<file path="config.mk">
export PLATFORM = sky130hd
export DESIGN_NAME = sclk_mode_unit
export DESIGN_NICKNAME = d
export VERILOG_FILES = /design/src/rtl/sclk_pkg.sv /design/src/rtl/sclk_ratio_meter.sv /design/src/rtl/sclk_ext_detect.sv /design/src/rtl/sclk_bclk_gen.sv /design/src/rtl/sclk_mode_unit.sv
export SDC_FILE = /design/constraint.sdc
export NUM_CORES = 1
export LEC_CHECK = 0
export BUFFER_PORTS_ARGS = -buffer_cell sky130_fd_sc_hd__buf_2
export CAP_MARGIN = 20
export CELL_PAD_IN_SITES_DETAIL_PLACEMENT = 1
export CELL_PAD_IN_SITES_GLOBAL_PLACEMENT = 1
export CORE_ASPECT_RATIO = 1.4
export CORE_MARGIN = 3
export CORE_UTILIZATION = 51
export CTS_BUF_LIST = sky130_fd_sc_hd__clkbuf_4
export DETAILED_ROUTE_END_ITERATION = 16
export PLACE_DENSITY_LB_ADDON = 0.1
export SLEW_MARGIN = 20
export SYNTH_ARGS = -nofsm -noshare
export SYNTH_HDL_FRONTEND = slang
export SYNTH_SLANG_ARGS = --single-unit
</file>
<file path="constraint.sdc">
create_clock -name clk -period 8.4 [get_ports clk]
set_input_delay 0.84 -clock clk [delete_from_list [all_inputs] [get_ports clk]]
set_output_delay 0.84 -clock clk [all_outputs]
set_load 0.05 [all_outputs]
</file>
<file path="src/rtl/sclk_pkg.sv">
package sclk_pkg;

    typedef enum logic [1:0] {
        FMT_I2S  = 2'd0,
        FMT_LJ   = 2'd1,
        FMT_RJ24 = 2'd2,
        FMT_RJ16 = 2'd3
    } fmt_e;

    typedef enum logic [1:0] {
        DEEMPH_OFF  = 2'd0,
        DEEMPH_44K1 = 2'd1,
        DEEMPH_48K  = 2'd2,
        DEEMPH_32K  = 2'd3
    } deemph_e;

endpackage

</file>
<file path="src/rtl/sclk_ratio_meter.sv">
module sclk_ratio_meter #(
    parameter int CNT_W = 10
) (
    input  logic             clk,
    input  logic             rst_n,
    input  logic             wclk_rise_i,
    output logic [CNT_W-1:0] ratio_o,
    output logic             high_rate_o,
    output logic             ratio_err_o
);

    localparam logic [CNT_W-1:0] CNT_MAX = '1;

    typedef struct packed {
        logic [CNT_W-1:0] cnt;
        logic [CNT_W-1:0] last;
        logic             seen;
        logic             have_last;
        logic [CNT_W-1:0] ratio;
        logic             hr;
        logic             err;
    } meter_s;

    meter_s meter_q, meter_d;

    function automatic logic is_high(input logic [CNT_W-1:0] r);
        return (r == CNT_W'(128)) || (r == CNT_W'(192));
    endfunction

    function automatic logic is_base(input logic [CNT_W-1:0] r);
        return (r == CNT_W'(256)) || (r == CNT_W'(384)) || (r == CNT_W'(512));
    endfunction

    always_comb begin
        meter_d = meter_q;
        if (meter_q.cnt != CNT_MAX) begin
            meter_d.cnt = meter_q.cnt + 1'b1;
        end
        if (wclk_rise_i) begin
            meter_d.cnt  = CNT_W'(1);
            meter_d.seen = 1'b1;
            if (meter_q.seen) begin
                meter_d.last      = meter_q.cnt;
                meter_d.have_last = 1'b1;
                if (meter_q.have_last && (meter_q.cnt == meter_q.last)) begin
                    meter_d.ratio = meter_q.cnt;
                    meter_d.hr    = is_high(meter_q.cnt);
                    meter_d.err   = !is_high(meter_q.cnt) && !is_base(meter_q.cnt);
                end
            end
        end
    end

    always_ff @(posedge clk) begin
        if (!rst_n) begin
            meter_q     <= '0;
            meter_q.err <= 1'b1;
        end else begin
            meter_q <= meter_d;
        end
    end

    assign ratio_o     = meter_q.ratio;
    assign high_rate_o = meter_q.hr;
    assign ratio_err_o = meter_q.err;

    // the committed ratio only moves on a word-clock edge
    assert_commit_on_edge_R2: assert property (@(posedge clk) disable iff (!rst_n)
        (meter_q.ratio != $past(meter_q.ratio)) |-> $past(wclk_rise_i));

    // high-rate flag implies a high-rate ratio and no error
    assert_high_rate_legal_R1: assert property (@(posedge clk) disable iff (!rst_n)
        meter_q.hr |-> (!meter_q.err &&
                        ((meter_q.ratio == CNT_W'(128)) || (meter_q.ratio == CNT_W'(192)))));

endmodule

</file>
<file path="src/rtl/sclk_ext_detect.sv">
module sclk_ext_detect #(
    parameter int EDGE_LIMIT    = 16,
    parameter int QUIET_PERIODS = 2
) (
    input  logic clk,
    input  logic rst_n,
    input  logic wclk_rise_i,
    input  logic wclk_fall_i,
    input  logic pin_rise_i,
    output logic ext_o
);

    localparam int EW = $clog2(EDGE_LIMIT + 1);
    localparam int QW = $clog2(QUIET_PERIODS + 1);
    localparam logic [EW-1:0] EDGE_TOP  = EW'(EDGE_LIMIT);
    localparam logic [QW-1:0] QUIET_TOP = QW'(QUIET_PERIODS);

    typedef struct packed {
        logic [EW-1:0] edges;
        logic [QW-1:0] quiet;
        logic          active;
        logic          ext;
    } det_s;

    det_s det_q, det_d;

    always_comb begin
        det_d = det_q;

        // edges seen within the current word-clock phase
        if (wclk_rise_i || wclk_fall_i) begin
            det_d.edges = pin_rise_i ? EW'(1) : '0;
        end else if (pin_rise_i && (det_q.edges != EDGE_TOP)) begin
            det_d.edges = det_q.edges + 1'b1;
        end

        // silent whole word periods
        if (wclk_rise_i) begin
            if (det_q.active || pin_rise_i) begin
                det_d.quiet = '0;
            end else if (det_q.quiet != QUIET_TOP) begin
                det_d.quiet = det_q.quiet + 1'b1;
            end
            det_d.active = 1'b0;
        end else if (pin_rise_i) begin
            det_d.active = 1'b1;
        end

        if (pin_rise_i && (det_d.edges == EDGE_TOP)) begin
            det_d.ext   = 1'b1;
            det_d.quiet = '0;
        end else if (det_d.quiet == QUIET_TOP) begin
            det_d.ext = 1'b0;
        end
    end

    always_ff @(posedge clk) begin
        if (!rst_n) begin
            det_q <= '0;
        end else begin
            det_q <= det_d;
        end
    end

    assign ext_o = det_q.ext;

    // external mode is only entered on a pin edge
    assert_enter_on_pin_edge_R4: assert property (@(posedge clk) disable iff (!rst_n)
        $rose(det_q.ext) |-> $past(pin_rise_i));

    // external mode is only left at a word-clock period boundary
    assert_leave_on_period_R5: assert property (@(posedge clk) disable iff (!rst_n)
        $fell(det_q.ext) |-> $past(wclk_rise_i));

endmodule

</file>
<file path="src/rtl/sclk_bclk_gen.sv">
module sclk_bclk_gen
    import sclk_pkg::*;
#(
    parameter int CNT_W = 10
) (
    input  logic             clk,
    input  logic             rst_n,
    input  logic             wclk_rise_i,
    input  logic [CNT_W-1:0] ratio_i,
    input  logic             ratio_err_i,
    input  logic [1:0]       fmt_i,
    output logic             bclk_o
);

    typedef struct packed {
        logic [CNT_W-1:0] ph;
        logic             bclk;
    } gen_s;

    gen_s gen_q, gen_d;

    logic [CNT_W-1:0] half;
    logic [CNT_W-1:0] ph_last;
    logic             idle;

    // master clocks per half bit period
    function automatic logic [CNT_W-1:0] half_of(input logic [CNT_W-1:0] r,
                                                 input fmt_e f);
        if (r == CNT_W'(384)) return CNT_W'(4);
        if (r == CNT_W'(192)) return CNT_W'(2);
        if ((f == FMT_I2S) || (f == FMT_RJ16)) return r >> 6;
        return r >> 7;
    endfunction

    always_comb begin
        half    = half_of(ratio_i, fmt_e'(fmt_i));
        ph_last = (half << 1) - 1'b1;
        idle    = ratio_err_i || (half == '0);
        gen_d   = gen_q;
        if (idle) begin
            gen_d.ph = '0;
        end else if (wclk_rise_i || (gen_q.ph >= ph_last)) begin
            gen_d.ph = '0;
        end else begin
            gen_d.ph = gen_q.ph + 1'b1;
        end
        gen_d.bclk = !idle && (gen_d.ph >= half);
    end

    always_ff @(posedge clk) begin
        if (!rst_n) begin
            gen_q <= '0;
        end else begin
            gen_q <= gen_d;
        end
    end

    assign bclk_o = gen_q.bclk;

    // an illegal ratio keeps the generated clock low
    assert_idle_on_error_R3: assert property (@(posedge clk) disable iff (!rst_n)
        ratio_err_i |=> !gen_q.bclk);

    // each word-clock edge starts the low half of a bit period
    assert_low_after_word_edge_R7: assert property (@(posedge clk) disable iff (!rst_n)
        wclk_rise_i |=> !gen_q.bclk);

endmodule

</file>
<file path="src/rtl/sclk_mode_unit.sv">
module sclk_mode_unit
    import sclk_pkg::*;
#(
    parameter int CNT_W         = 10,
    parameter int EDGE_LIMIT    = 16,
    parameter int QUIET_PERIODS = 2
) (
    input  logic             clk,
    input  logic             rst_n,
    input  logic             wclk_i,
    input  logic             bclk_pin_i,
    input  logic             dem0_i,
    input  logic [1:0]       fmt_i,
    output logic             high_rate_o,
    output logic             ext_bclk_o,
    output logic [CNT_W-1:0] ratio_o,
    output logic             ratio_err_o,
    output logic             bclk_o,
    output logic [1:0]       deemph_o
);

    typedef struct packed {
        logic    wclk;
        logic    wclk_p;
        logic    pin;
        logic    pin_p;
        logic    dem0;
        logic    bclk_out;
        deemph_e deemph;
    } top_s;

    top_s top_q, top_d;

    logic             wclk_rise;
    logic             wclk_fall;
    logic             pin_rise;
    logic             hr;
    logic             err;
    logic             ext;
    logic             gen_bclk;
    logic [CNT_W-1:0] ratio;

    assign wclk_rise = top_q.wclk && !top_q.wclk_p;
    assign wclk_fall = !top_q.wclk && top_q.wclk_p;
    assign pin_rise  = top_q.pin && !top_q.pin_p;

    sclk_ratio_meter #(.CNT_W(CNT_W)) u_meter (
        .clk         (clk),
        .rst_n       (rst_n),
        .wclk_rise_i (wclk_rise),
        .ratio_o     (ratio),
        .high_rate_o (hr),
        .ratio_err_o (err)
    );

    sclk_ext_detect #(
        .EDGE_LIMIT    (EDGE_LIMIT),
        .QUIET_PERIODS (QUIET_PERIODS)
    ) u_detect (
        .clk         (clk),
        .rst_n       (rst_n),
        .wclk_rise_i (wclk_rise),
        .wclk_fall_i (wclk_fall),
        .pin_rise_i  (pin_rise),
        .ext_o       (ext)
    );

    sclk_bclk_gen #(.CNT_W(CNT_W)) u_gen (
        .clk         (clk),
        .rst_n       (rst_n),
        .wclk_rise_i (wclk_rise),
        .ratio_i     (ratio),
        .ratio_err_i (err),
        .fmt_i       (fmt_i),
        .bclk_o      (gen_bclk)
    );

    always_comb begin
        top_d          = top_q;
        top_d.wclk     = wclk_i;
        top_d.wclk_p   = top_q.wclk;
        top_d.pin      = bclk_pin_i;
        top_d.pin_p    = top_q.pin;
        top_d.dem0     = dem0_i;
        top_d.bclk_out = ext ? top_q.pin : gen_bclk;
        if (hr) begin
            top_d.deemph = DEEMPH_OFF;
        end else if (ext) begin
            top_d.deemph = top_q.dem0 ? DEEMPH_44K1 : DEEMPH_OFF;
        end else begin
            unique case ({top_q.pin, top_q.dem0})
                2'b00:   top_d.deemph = DEEMPH_OFF;
                2'b01:   top_d.deemph = DEEMPH_44K1;
                2'b10:   top_d.deemph = DEEMPH_48K;
                default: top_d.deemph = DEEMPH_32K;
            endcase
        end
    end

    always_ff @(posedge clk) begin
        if (!rst_n) begin
            top_q <= '0;
        end else begin
            top_q <= top_d;
        end
    end

    assign high_rate_o = hr;
    assign ext_bclk_o  = ext;
    assign ratio_o     = ratio;
    assign ratio_err_o = err;
    assign bclk_o      = top_q.bclk_out;
    assign deemph_o    = top_q.deemph;

    // high-rate mode never carries a de-emphasis selection
    assert_high_rate_no_deemph_R10: assert property (@(posedge clk) disable iff (!rst_n)
        $past(hr) |-> (top_q.deemph == DEEMPH_OFF));

    // in external mode the output bit clock tracks the pin
    assert_ext_passthrough_R8: assert property (@(posedge clk) disable iff (!rst_n)
        ($past(ext) && $past(rst_n)) |-> (top_q.bclk_out == $past(top_q.pin)));

endmodule

</file>
==> impl_metrics.toml, run 1 <==
[critical_path]
end_kind = "register"
r2r_end = "u_gen.bclk_o"
critPathMaxFanout = 6
crit_family = "compound AO/OA/AOI/OAI gates"
rrSetupSlack_ns = 3.58
cp-start-kind = "input pin"
critPathArrivalTime_ns = 5.07
crit_type = "in -> reg"
worstPathRequired_ns = 8.64
crit_buf_inv = 1
cpMostUsedCell = "ha_1"
r2r-start = "u_meter.ratio_o[1]"
path_cells = "buf_2 > xor2_1 > o21ai_0 > a22oi_1 > ha_1 > xor2_1 > ha_1 > a211oi_1 > o221ai_1 > a2111oi_0 > nand2_1 > or2_1 > ha_1 > nand2b_1 > a21o_1 > a21o_1 > a21oi_1 > o22ai_1"
r2r_cells = 19
cp_slowest_stage_delay_ns = 0.67
crit_path_top_delay_cell = "a2111oi_0"

[floorplan]
io_pins = 23
initial_core_util_pct = 53.85
fp.dieW_um = 75.14
core_um2 = 6339
die-area_um2 = 7724
num_rows = 34
dieHeight_um = 102.8

[finish]
synthToLayoutAreaGrowth_pct = 3.666
layout.nets = 424
fillers = 785
n_antenna_cell = 0
postLayoutCellArea_um2 = 3538
drive_gt1_share_pct = 10.10

[pwr]
powerDensity_nw_per_um2 = 149.2
finalPower_uw = 528.0
ir_drop_mv = 0.09348
power_leakage_uw = 0.001513

[drt]
dr.pass1.iters = 4
vias_per_cell = 5.829
wl_per_cell_um = 16.30
routed_wl_um = 7628
via_count = 2728
drc = 0
drt_iter0_markers = 60
antenna_left = 0

[min_path]
worstHoldEndpoint = "deemph_o[0]"
min_from = "top_q[3]"
hold_class = "reg -> reg"
hold_path_depth = 1

[timing]
final_hold_viol_count = 0
fin_setup_tns_ns = 0
finClkSkew_ns = 0.009643
relSlewSlack_pct = 50.68
period_share_pct = 57.40
setup_violations = 0
drv_slew = 0
min_period_ns = 4.822
rsz0062_at_grt = "no"
tightestPinTransition_ns = 0.7212
fmax_ghz = 0.2074

[grt]
grt_pass1_vias = 2763
grt_max_degree = 42
grt_pass1_wl_um = 12810
grt_usage_pct = 21.52
overflow = 0
antenna_found_initial = 0

[synthesis]
syn_avg_cell_area_um2 = 8.685
async_reset_ff_share_pct = 0
synth_warnings = 0
synth_top_area_share_pct = 36.36
synth_flop_cell = "dfxtp_1"
synth.most_common_cell = "dfxtp_1"
synth_edf_count = 0
ys_seq_area_share_pct = 36.36
ys_ff_latch = 62
syn_inst = 393
syn_area_um2 = 3413
ys_types = 54
synth_commonest_cells = "dfxtp_1 (62), nand2_1 (45), nor2_1 (30)"
yosysTopAreaCell = "dfxtp_1"
synth_nets = 423
synthTopCellsByArea = "dfxtp_1 (36%), ha_1 (8.4%), xor2_1 (5.4%)"

[placement]
io_buffers = 22
place_area_um2 = 3425
gp_congestion = 0.7981
dp_hpwl_um = 5667

[clocking]
postCtsSetupRepairBufs = 0
cts.sinks = 62
cts-htree-levels = 3
hold_buffers = 0
tritoncts = "done"
cts-root-buf = "clkbuf_4"
cts_buffers = 9
insertion_delay_ns = 0.39
cts_resized = 0
cts_buffer_depth = 2
clk_pin_slew_worst_paths_ns = 0.10

[status]
status = "completed"

[run]
drv_cap = 0
-- through the flow --
stage / hold WS, ns / instances / worst slack (ns) / utilization (%)
after floorplan: 0.4378 / 393 / 4.014 / -
after global placement: 0.4540 / 455 / 3.606 / 54.03
after detailed placement: 0.4576 / 455 / 3.171 / 54.03
after CTS: 0.4808 / 468 / 3.530 / 55.82
after global routing: 0.5079 / 468 / 3.204 / 55.82
final: 0.4760 / 468 / 3.578 / 55.82
-- report_power, final --
part           switching [uW]  total (uW)  leakage, uW  internal, uW
clock                     101         189    0.0000656          88.1
combinational            21.7        36.4     0.000945          14.7
sequential               4.80         303     0.000502           298
total                     127         528      0.00151           401
-- logic make-up (layout without fill, tap and decap cells) --
family,count (synthesis),in the layout,synth area share [%]
xor gates and xnor gates,27,27,6.928
muxes,14,14,4.105
buffers and inverters,44,47,6.855
AOI/OAI and AO/OA,62,62,12.32
and+or+nand+nor,161,161,25.00
adders and majority gates,23,23,8.431
DFF,62,62,36.36
-- sequential cells by signal, indices dropped and copies added (netlist names) --
name,count
u_meter.meter_q,22
u_gen.gen_q,10
u_meter.ratio_o,10
u_detect.det_q,8
top_q,3
deemph_o,2
top_d,2
bclk_o,1
u_detect.ext_o,1
u_gen.bclk_o,1
u_meter.high_rate_o,1
u_meter.ratio_err_o,1
-- cell type report --
type,instances,area [um2],share of cell area [%]
Sequential cell,62,1241,35.08
Multi-Input combinational cell,287,1938,54.77
Timing Repair Buffer,22,110.1,3.112
Inverter,12,45.04,1.273
Clock inverter,3,38.79,1.096
Tap cell,72,90.09,2.546
Clock buffer,10,75.07,2.122
-- layout by cell type (no fill, tap or decap), types with 5 or more instances in the layout --
cell type  count
a21boi_0      12
a21oi_1       12
and2_1        10
buf_2         22
clkbuf_4      10
dfxtp_1       62
ha_1          23
inv_1         11
mux2i_1       14
nand2_1       45
nand2b_1       7
nand3_1       10
nand4_1       12
nor2_1        30
nor2b_1       14
nor3_1         7
o21a_1         5
o21ai_0        7
xnor2_1        6
xor2_1        21
-- how the worst max path moves through the flow --
stage	from	end	slack, ns	depth (start not counted)
after floorplan	fmt_i[1]	u_gen.bclk_o	4.01	17
after global placement	fmt_i[1]	u_gen.bclk_o	3.61	18
after detailed placement	fmt_i[1]	u_gen.bclk_o	3.17	18
after CTS	u_meter.ratio_o[1]	u_gen.bclk_o	3.53	19
after global routing	u_meter.ratio_o[1]	u_gen.bclk_o	3.20	19
final	fmt_i[1]	u_gen.bclk_o	3.58	18
-- routing by layer --
metal	routed length (um)	global-route usage (%)
met1	3125	23.51
met2	4219	40.00
met3	180	4.878
met4	102	7.133
met5	0	0
Note: power is estimated with default switching activity, not from simulation.
==> run 2, diff against run 1 <==
--- a/config.mk
+++ b/config.mk
@@ -5,13 +5,14 @@
 export SDC_FILE = /design/constraint.sdc
 export NUM_CORES = 1
 export LEC_CHECK = 0
+export ABC_AREA = 1
 export BUFFER_PORTS_ARGS = -buffer_cell sky130_fd_sc_hd__buf_2
 export CAP_MARGIN = 20
 export CELL_PAD_IN_SITES_DETAIL_PLACEMENT = 1
 export CELL_PAD_IN_SITES_GLOBAL_PLACEMENT = 1
 export CORE_ASPECT_RATIO = 1.4
 export CORE_MARGIN = 3
-export CORE_UTILIZATION = 51
+export CORE_UTILIZATION = 46
 export CTS_BUF_LIST = sky130_fd_sc_hd__clkbuf_4
 export DETAILED_ROUTE_END_ITERATION = 16
 export PLACE_DENSITY_LB_ADDON = 0.1
==> constraint.sdc (replaced) <==
create_clock -name clk -period 4.85 [get_ports clk]
set_input_delay 0.485 -clock clk [delete_from_list [all_inputs] [get_ports clk]]
set_output_delay 0.485 -clock clk [all_outputs]
set_load 0.05 [all_outputs]
==> run 2 against run 1 <==
  * Clock power is 120% higher
  * Count of clock-buffer cells in the layout is 1 higher
  * Critical path type is now reg -> reg
  * Routed wire length is 19% higher
  * Critical endpoint unchanged
  * Critical path depth is 8 higher
  * Largest power group unchanged
  * Non-clock buffer count stayed put
  * Die area is 17% higher
==> impl_metrics.toml, run 2 <==
[synthesis]
synth_top_family_by_area = "simple AND/OR/NAND/NOR gates"
ys_types = 33
synthTopCellsByArea = "dfxtp_1 (34%), nand2_1 (13%), ha_1 (7.9%)"
syn_area_um2 = 3657
synth_edf_count = 0
yosys.area_share.adder_pct = 7.869
synth_top_area_share_pct = 33.94
synth.most_common_cell = "nand2_1"
synth-compound-area-share_pct = 10.61
synth_commonest_cells = "nand2_1 (122), inv_1 (72), dfxtp_1 (62)"
yosysTopAreaCell = "dfxtp_1"
syn_inst = 530
synthMuxAreaShare_pct = 0
synth_nets = 560
synth_xor_area_share_pct = 3.113
ys_seq_area_share_pct = 33.94
synth-simple-area-share_pct = 31.54
ys_ff_latch = 62
syn_avg_cell_area_um2 = 6.900
synth_warnings = 0
synth_flop_cell = "dfxtp_1"
async_reset_ff_share_pct = 0

[finish]
layout_commonest_cell = "nand2_1"
synthToLayoutAreaGrowth_pct = 6.090
regMostFlops = "u_meter.meter_q"
largest_reg_flops = 22
drive_gt1_share_pct = 11.38
layout.nets = 570
postLayoutCellArea_um2 = 3880
n_antenna_cell = 0
final_core_util_pct = 51.42
layout_common_cells = "nand2_1 (122), inv_1 (72), dfxtp_1 (62), nor2_1 (60), nand3_1 (35)"

[critical_path]
critPathMaxFanout = 7
crit_type = "reg -> reg"
end_kind = "register"
cp_slowest_stage_delay_ns = 0.45
critPathArrivalTime_ns = 4.19
crit_buf_inv = 3
crit_family = "simple AND/OR/NAND/NOR gates"
rrSetupSlack_ns = 0.99
cpMostUsedCell = "nand2_1"
cp-start-kind = "register"
worstPathRequired_ns = 5.18
crit_path_top_delay_cell = "dfxtp_1"

[clocking]
cts_buffers = 9
postCtsSetupRepairBufs = 0
cts-htree-levels = 3
clk_pin_slew_worst_paths_ns = 0.11
cts_buffer_depth = 2
hold_buffers = 0
cts_resized = 0
cts-root-buf = "clkbuf_4"
tritoncts = "done"
cts.sinks = 62
insertion_delay_ns = 0.42

[floorplan]
io_pins = 23
core_um2 = 7546
dieHeight_um = 111.5
fp.dieW_um = 81.36
initial_core_util_pct = 48.47
num_rows = 37
die-area_um2 = 9072

[pwr]
powerDensity_nw_per_um2 = 262.5
p_int_uw = 761.6
power_frac_comb_pct = 8.0
swShare_pct = 25.22
seqPwrFrac_pct = 51.9
ir_drop_mv = 0.1360
clkPwrFrac_pct = 40.1
power_switching_uw = 256.9
power_leakage_uw = 0.001837
finalPower_uw = 1019

[run]
drv_cap = 0

[status]
status = "completed"

[timing]
fin_ws_ns = 0.9918
finClkSkew_ns = 0.01127
final_hold_viol_count = 0
fin_setup_tns_ns = 0
drv_slew = 0
tightestPinTransition_ns = 0.8237
relSlewSlack_pct = 44.91
period_share_pct = 79.55
setup_violations = 0
fmax_ghz = 0.2592
min_period_ns = 3.858
rsz0062_at_grt = "no"

[placement]
dp_hpwl_um = 7112
gp_congestion = 0.8488
dp_slack_ns = 0.7394
place_area_um2 = 3724
io_buffers = 22

[grt]
grt_pass1_vias = 3429
grt_max_degree = 32
grt_pass1_wl_um = 15770
antenna_found_initial = 0
grt_usage_pct = 21.92
overflow = 0

[drt]
vias_per_cell = 5.188
via_count = 3331
antenna_left = 0
drt_iter0_markers = 122
drc = 0
routed_wl_um = 9066
dr.pass1.iters = 4
wl_per_cell_um = 14.12

[min_path]
hold_class = "in -> reg"
[run 2: cell families after synthesis]
family,Yosys count
AO/OA/AOI/OAI,70
XOR/XNOR,13
adder cells (fa/ha/maj),23
buffers and inverters,105
flip-flops,62
AND/OR/NAND/NOR,257
[run 2: final timing paths]
path	startpoint	cells past startpoint	end
hold reg to reg	top_d[6]	2	top_q[6]
hold / removal	bclk_pin_i	3	top_d[4]
setup reg to reg	u_meter.ratio_o[9]	26	u_gen.bclk_o
setup / recovery	u_meter.ratio_o[9]	26	u_gen.bclk_o
[run 2: layer usage]
| metal | part of all wire (%) | global-route usage, % | vias up |
|---|---|---|---|
| li1 | - | - | 1704 |
| met1 | 45 | 26.32 | 1577 |
| met2 | 51 | 37.70 | 33 |
| met3 | 1.9 | 3.560 | 17 |
| met4 | 2.3 | 9.132 | 0 |
| met5 | 0 | 0 | - |
[run 2: tightest hold or removal path, stage by stage]
cell and delay (ns):
buf_2 0.07, nand2_1 0.04, inv_1 0.04
[run 2: final cells by class]
type	instances	area (um2)
Timing Repair Buffer	22	110.1
Tap cell	97	121.4
Multi-Input combinational cell	363	1943
Clock buffer	11	82.58
Fill cell	1048	3666
Sequential cell	62	1241
Clock inverter	5	73.82
Inverter	82	307.8
[run 2: power by group through the flow]
stage,clock network (uW),registers [uW],logic (uW)
4_1_cts,419,529,82.8
6_report,408,529,81.6
3_3_place_gp,0,540,79.5
2_1_floorplan,0,538,68.0
3_5_place_dp,0,541,82.4
5_1_grt,447,531,94.2
[run 2: per-stage QoR]
| stage | instances | hold slack (ns) |
|---|---|---|
| floorplan | 530 | 0.4173 |
| global placement | 626 | 0.4329 |
| detailed placement | 626 | 0.4399 |
| CTS | 642 | 0.2281 |
| global route | 642 | 0.2215 |
| finish | 642 | 0.2482 |
